--- config.mk ---
export PLATFORM = sky130hd
export DESIGN_NAME = wbx_interconnect
export DESIGN_NICKNAME = d
export VERILOG_FILES = /design/src/rtl/wbx_pkg.sv /design/src/rtl/wbx_addr_decode.sv /design/src/rtl/wbx_resp_merge.sv /design/src/rtl/wbx_err_track.sv /design/src/rtl/wbx_interconnect.sv
export SDC_FILE = /design/constraint.sdc
export NUM_CORES = 1
export LEC_CHECK = 0
export ABC_AREA = 1
export ABC_CLOCK_PERIOD_IN_PS = 1000
export BUFFER_PORTS_ARGS = -buffer_cell sky130_fd_sc_hd__buf_2
export CORE_AREA = 5 5 118 120
export CTS_CLUSTER_DIAMETER = 60
export DETAILED_ROUTE_END_ITERATION = 10
export DIE_AREA = 0 0 123 125
export PLACE_DENSITY = 0.64
export SYNTH_ARGS = -nofsm -noshare
export SYNTH_HDL_FRONTEND = slang
export SYNTH_SLANG_ARGS = --single-unit
--- constraint.sdc ---
create_clock -name clk -period 1 [get_ports clk]
set_input_delay 0.1 -clock clk [delete_from_list [all_inputs] [get_ports clk]]
set_output_delay 0.1 -clock clk [all_outputs]
set_load 0.01 [all_outputs]
--- src/rtl/wbx_pkg.sv ---
package wbx_pkg;
    localparam int ADDR_W = 30;
    localparam int DATA_W = 32;
    localparam int SEL_W  = DATA_W / 8;
    localparam int NSLV   = 3;

    localparam int SLV_REG   = 0;
    localparam int SLV_SCOPE = 1;
    localparam int SLV_MEM   = 2;

    typedef enum logic {
        ERR_QUIET = 1'b0,
        ERR_PULSE = 1'b1
    } err_state_t;

    // lowest address bit compared for a slave window
    function automatic int slv_lsb(input int idx);
        case (idx)
            SLV_REG:   return 4;
            SLV_SCOPE: return 4;
            default:   return 12;
        endcase
    endfunction

    // value the shifted address must equal for a slave window
    function automatic logic [ADDR_W-1:0] slv_match(input int idx);
        case (idx)
            SLV_REG:   return ADDR_W'(32'h081);
            SLV_SCOPE: return ADDR_W'(32'h082);
            default:   return ADDR_W'(32'h001);
        endcase
    endfunction
endpackage

--- src/rtl/wbx_addr_decode.sv ---
module wbx_addr_decode
    import wbx_pkg::*;
#(
    parameter int              LSB   = 4,
    parameter logic [ADDR_W-1:0] MATCH = '0
) (
    input  logic [ADDR_W-1:0] adr,
    output logic              hit
);
    always_comb begin
        hit = ((adr >> LSB) == MATCH);
    end
endmodule

--- src/rtl/wbx_resp_merge.sv ---
module wbx_resp_merge
    import wbx_pkg::*;
(
    input  logic                   clk,
    input  logic                   rst_n,
    input  logic [NSLV-1:0]        sel,
    input  logic [NSLV-1:0]        s_stall,
    input  logic [NSLV-1:0]        s_ack,
    input  logic [NSLV*DATA_W-1:0] s_dat_r,
    output logic                   m_stall,
    output logic                   m_ack,
    output logic [DATA_W-1:0]      m_dat_r
);
    logic [DATA_W-1:0] dat_nxt;

    always_comb begin
        m_stall = |(sel & s_stall);
    end

    // lowest index is visited last, so it wins
    always_comb begin
        dat_nxt = '0;
        for (int i = NSLV - 1; i >= 0; i--) begin
            if (s_ack[i]) begin
                dat_nxt = s_dat_r[i*DATA_W +: DATA_W];
            end
        end
    end

    always_ff @(posedge clk) begin
        if (!rst_n) begin
            m_ack   <= 1'b0;
            m_dat_r <= '0;
        end else begin
            m_ack   <= |s_ack;
            m_dat_r <= dat_nxt;
        end
    end
endmodule

--- src/rtl/wbx_err_track.sv ---
module wbx_err_track
    import wbx_pkg::*;
(
    input  logic              clk,
    input  logic              rst_n,
    input  logic              stb,
    input  logic              none_sel,
    input  logic [ADDR_W-1:0] adr,
    output logic              err,
    output logic [ADDR_W-1:0] err_addr
);
    err_state_t state_q, state_d;

    always_comb begin
        state_d = ERR_QUIET;
        unique case (state_q)
            ERR_QUIET: state_d = (stb && none_sel) ? ERR_PULSE : ERR_QUIET;
            ERR_PULSE: state_d = (stb && none_sel) ? ERR_PULSE : ERR_QUIET;
        endcase
    end

    always_ff @(posedge clk) begin
        if (!rst_n) begin
            state_q <= ERR_QUIET;
        end else begin
            state_q <= state_d;
        end
    end

    always_comb begin
        err = (state_q == ERR_PULSE);
    end

    always_ff @(posedge clk) begin
        if (!rst_n) begin
            err_addr <= '0;
        end else if (err) begin
            err_addr <= adr;
        end
    end
endmodule

--- src/rtl/wbx_interconnect.sv ---
module wbx_interconnect
    import wbx_pkg::*;
(
    input  logic                   clk,
    input  logic                   rst_n,
    input  logic                   m_cyc,
    input  logic                   m_stb,
    input  logic                   m_we,
    input  logic [ADDR_W-1:0]      m_adr,
    input  logic [DATA_W-1:0]      m_dat_w,
    input  logic [SEL_W-1:0]       m_sel,
    output logic                   m_stall,
    output logic                   m_ack,
    output logic                   m_err,
    output logic [DATA_W-1:0]      m_dat_r,
    output logic [ADDR_W-1:0]      err_addr,
    output logic                   irq,
    output logic                   s_cyc,
    output logic [NSLV-1:0]        s_stb,
    output logic                   s_we,
    output logic [ADDR_W-1:0]      s_adr,
    output logic [DATA_W-1:0]      s_dat_w,
    output logic [SEL_W-1:0]       s_sel,
    input  logic [NSLV-1:0]        s_stall,
    input  logic [NSLV-1:0]        s_ack,
    input  logic [NSLV*DATA_W-1:0] s_dat_r,
    input  logic                   reg_irq,
    input  logic                   scope_irq
);
    logic [NSLV-1:0] sel;
    logic            none_sel;

    for (genvar g = 0; g < NSLV; g++) begin : g_dec
        wbx_addr_decode #(
            .LSB   (slv_lsb(g)),
            .MATCH (slv_match(g))
        ) u_dec (
            .adr (m_adr),
            .hit (sel[g])
        );
    end

    always_comb begin
        none_sel = ~|sel;
        s_stb    = sel & {NSLV{m_stb}};
        s_cyc    = m_cyc;
        s_we     = m_we;
        s_adr    = m_adr;
        s_dat_w  = m_dat_w;
        s_sel    = m_sel;
        irq      = reg_irq | scope_irq;
    end

    wbx_resp_merge u_resp (
        .clk     (clk),
        .rst_n   (rst_n),
        .sel     (sel),
        .s_stall (s_stall),
        .s_ack   (s_ack),
        .s_dat_r (s_dat_r),
        .m_stall (m_stall),
        .m_ack   (m_ack),
        .m_dat_r (m_dat_r)
    );

    wbx_err_track u_err (
        .clk      (clk),
        .rst_n    (rst_n),
        .stb      (m_stb),
        .none_sel (none_sel),
        .adr      (m_adr),
        .err      (m_err),
        .err_addr (err_addr)
    );
endmodule

==> flow_summary.rst <==
.. list-table::
   :header-rows: 1

   * - Metric
     - Value
   * - Run status
     - complete, but fails checks
   * - Violated checks
     - negative setup slack
   * - I/O pin total
     - 312
   * - Post-route non-filler standard cell count
     - 806
   * - Element type at the critical path end
     - primary output
   * - Worst rel slew slack
     - a little over four fifths
   * - Total of warnings raised by yosys
     - 0
   * - Number of violations reported at the end of detailed-routing iteration 0
     - 107
   * - Mean Syn Cell Area
     - 7.40 sq um
   * - Pin count of the biggest net entering global routing
     - 36
   * - Leading cell type in the layout, fill and taps excluded
     - sky130_fd_sc_hd__buf_2
   * - Die span in x
     - between 100 and 150 um
   * - Compound-Gate Fraction of Synth Area
     - 20.8%
   * - Number of distinct standard cells referenced by the synthesized netlist
     - 19
   * - Reg clk slew, reported paths
     - 0.05 ns
   * - Half-perimeter wire length after detailed placement
     - 9620 um
   * - Number of detailed-route iterations in the first pass
     - 4
   * - R2R Path Start
     - u_err.err
   * - Critical register-to-register path endpoint
     - u_err.err_addr[9]
   * - Crit. Startpoint
     - m_adr[20]
   * - Clock H-tree levels
     - 3
   * - Detailed Route WL
     - between 10,000 and 15,000 um
   * - Final setup margin
     - -0.0128 ns
   * - Post-synth top area cell
     - sky130_fd_sc_hd__dfxtp_1
   * - Required arrival time at the worst endpoint
     - 0.90 ns
   * - Net count of the finished layout
     - about 800
   * - Count of final hold-check violations
     - 0
   * - Pwr dens
     - 1500 nW/um^2
   * - Cell area after layout
     - 4810 sq um
   * - Final clock period utilization by the worst path
     - 101%
   * - Post-route antenna net violation count
     - 0
   * - # port buffers
     - 235
   * - Fillers
     - 1,383
   * - Proportion of synthesized chip area in sequential cells
     - 40.7%
   * - Synth Area in Simple Gates
     - 16.5%
   * - Arrival time reported for the critical path endpoint
     - 0.91 ns
   * - Vias
     - ~3,600
   * - Total global routing track utilization
     - 15.1%
   * - Worst-case clock buffer depth
     - 2
   * - Number of synthesized register bits
     - 64
   * - Final weighted congestion of routability-driven global placement
     - 0.853
   * - Cell types with the largest area share after synthesis
     - sky130_fd_sc_hd__dfxtp_1 (41%), sky130_fd_sc_hd__buf_4 (17%), sky130_fd_sc_hd__a21oi_1 (11%), sky130_fd_sc_hd__nor2_1 (9.1%), sky130_fd_sc_hd__o21ai_0 (8.4%)
   * - Mapped cell area
     - 3150 sq um
   * - Max Clock Skew
     - between 0.003 and 0.004 ns
   * - Hold Crit Class
     - in -> reg
   * - Primary FF master, synth
     - sky130_fd_sc_hd__dfxtp_1
   * - First-pass GRT wire length
     - 17,900 um
   * - CTS tree
     - built
   * - Xor/xnor cell area share of the yosys netlist
     - 0%
   * - Die Span Y
     - 125 um
   * - Share of cells above drive strength 1
     - 50.2%
   * - Clock tree root buffer cell
     - sky130_fd_sc_hd__clkbuf_16
   * - Worst Tran Pin Value
     - 0.241 ns
   * - Minimum hold slack
     - 0.0176 ns
   * - Standard-cell rows
     - 42
   * - Remaining routing DRC violations
     - 0
   * - Cell depth of the worst flop-to-flop path
     - 4
   * - Setup violators final
     - 4
   * - Number of cells produced by synthesis
     - between 400 and 500
   * - Setup repair after global routing missed its margin
     - yes
   * - Via density per instance
     - 4.41
   * - Critical path startpoint category
     - input pin
   * - Latest clock arrival within the worst-skew pair
     - 0.32 ns
   * - Number of antenna violations at the first check in global routing
     - 0
   * - Worst vdd rail ir drop
     - 0.000583 V
   * - Die Area
     - 15,400 sq um
   * - Clock Sinks
     - 64
   * - Number of enable-type register cells in the synthesized netlist
     - 0
   * - Tmin final
     - 1.01 ns
   * - Post-synthesis mux area share
     - 0%
   * - Placement Setup Slack
     - -0.132 ns
   * - Vias in the first global route
     - between 3,000 and 4,000
   * - Worst setup path endpoint
     - s_stb[1]
   * - Async set-or-reset flop fraction in the synthesized netlist
     - 0%
   * - F_max
     - 987 MHz
   * - Mapped Nets
     - 600
   * - Flop2flop setup slack
     - 0.06 ns
   * - Slew Viols, Final
     - 0
   * - Starting utilization of the core area
     - 24.4%
   * - Area share of the leading cell type in the synthesized netlist
     - 40.7%
   * - Critical path class
     - in -> out
   * - Post-synthesis to final-layout area growth
     - 52.7%
   * - Wirelength per Cell
     - 15.2 um
   * - LEAKAGE
     - 0.00242 uW
   * - Most frequent cells in the layout
     - sky130_fd_sc_hd__buf_2 (224), sky130_fd_sc_hd__a21oi_1 (67), sky130_fd_sc_hd__nor2_1 (63), sky130_fd_sc_hd__dfxtp_1 (63), sky130_fd_sc_hd__o21ai_0 (45)
   * - Inst Count DP
     - 782
   * - Ant diodes
     - 0
   * - Total placed instance area
     - around 4200 sq um
   * - Adder and majority gate portion of the synthesized area
     - 0%
   * - Grt total ovfl
     - 0
   * - CORE AREA
     - around 13,000 sq um
   * - Main combinational cell family by area after synthesis
     - buffers and inverters
   * - Count of maximum capacitance violations
     - 0
   * - Number of buffers created by CTS
     - 9
   * - Maximum fanout count along the critical path
     - 6
-- timing repair --
action	CTS	global route
gates cloned	0	0
setup endpoints to repair	5	19
hold buffers	9	0
pin swaps	10	7
buffers inserted	2	0
endpoints found under the hold margin	9	0
gates resized for setup	29	26
-- cell families after synthesis --
group | count (synthesis)
AO/OA/AOI/OAI | 130
AND/OR/NAND/NOR | 129
buffers and inverters | 102
flip-flops | 64
-- power breakdown --
group | internal [uW] | leakage [uW] | switching [uW]
Clock | 1970 | 0.000145 | 1100
Sequential | 2730 | 0.000532 | 60.8
Combinational | 663 | 0.00175 | 705
-- worst min-delay path by stage --
stage | start | to | slack, ns | cells past startpoint
after floorplan | m_adr[0] | u_err.err_addr[0] | 0.23 | 2
after global placement | m_dat_w[18] | s_dat_w[18] | 0.20 | 0
after detailed placement | m_dat_w[18] | s_dat_w[18] | 0.20 | 0
after CTS | s_dat_r[94] | u_resp.m_dat_r[30] | 0.001 | 3
after global routing | s_dat_r[76] | u_resp.m_dat_r[12] | 0.02 | 3
final | m_adr[29] | u_err.err_addr[29] | 0.02 | 3
-- worst max-delay path: stages --
cell and delay (ns):
sky130_fd_sc_hd__buf_6 0.09, sky130_fd_sc_hd__nor2_2 0.09, sky130_fd_sc_hd__nand3_1 0.09, sky130_fd_sc_hd__nor2_2 0.10
sky130_fd_sc_hd__buf_6 0.13, sky130_fd_sc_hd__nand3_2 0.07, sky130_fd_sc_hd__nor2_1 0.10, sky130_fd_sc_hd__buf_2 0.13
-- cell usage after synthesis, types with 2 or more instances --
master / instances
sky130_fd_sc_hd__buf_4: 71
sky130_fd_sc_hd__o21ai_0: 53
sky130_fd_sc_hd__nand2_1: 41
sky130_fd_sc_hd__clkbuf_1: 3
sky130_fd_sc_hd__o21ai_1: 9
sky130_fd_sc_hd__a21oi_1: 67
sky130_fd_sc_hd__inv_2: 2
sky130_fd_sc_hd__inv_1: 6
sky130_fd_sc_hd__dfxtp_1: 64
sky130_fd_sc_hd__buf_6: 3
sky130_fd_sc_hd__nor2_1: 76
sky130_fd_sc_hd__nand3_1: 7
sky130_fd_sc_hd__clkbuf_2: 3
sky130_fd_sc_hd__nand4_1: 2
sky130_fd_sc_hd__buf_2: 14
-- per-stage QoR --
stage / util, % / power, uW / setup TNS [ns]
after CTS: 36.8 / 7360 / -0.148
after global routing: 37.3 / 7610 / -0.395
final: 37.3 / 7230 / -0.0334
after floorplan: - / 3600 / 0
after detailed placement: 33.0 / 4130 / -0.447
after global placement: 33.0 / 4120 / -0.349
-- state kept, by name, indices dropped and copies added (netlist names) --
signal          count
u_err.err_addr     30
u_err.err           1
u_resp.m_ack        1
u_resp.m_dat_r     32
-- layer usage --
layer  up-vias  routed length, um  global-route usage, %
met5         -                  0                      0
met1      1578               4290                   15.5
met3        33               1550                   5.37
met2       206               5900                   26.4
li1       1737                  -                      -
met4         0                502                   8.73
-- area by class of cell --
class / count / area (sq um) / share of cell area [%]
multi-input cells: 259 / 1270 / 26.5
clock inverters: 4 / 45.0 / 0.937
well taps: 176 / 220 / 4.58
clock buffers: 11 / 243 / 5.05
inverters: 8 / 30.0 / 0.625
flip-flops and latches: 64 / 1280 / 26.7
repair buffers: 284 / 1710 / 35.6
(Power assumes the default switching activity.)
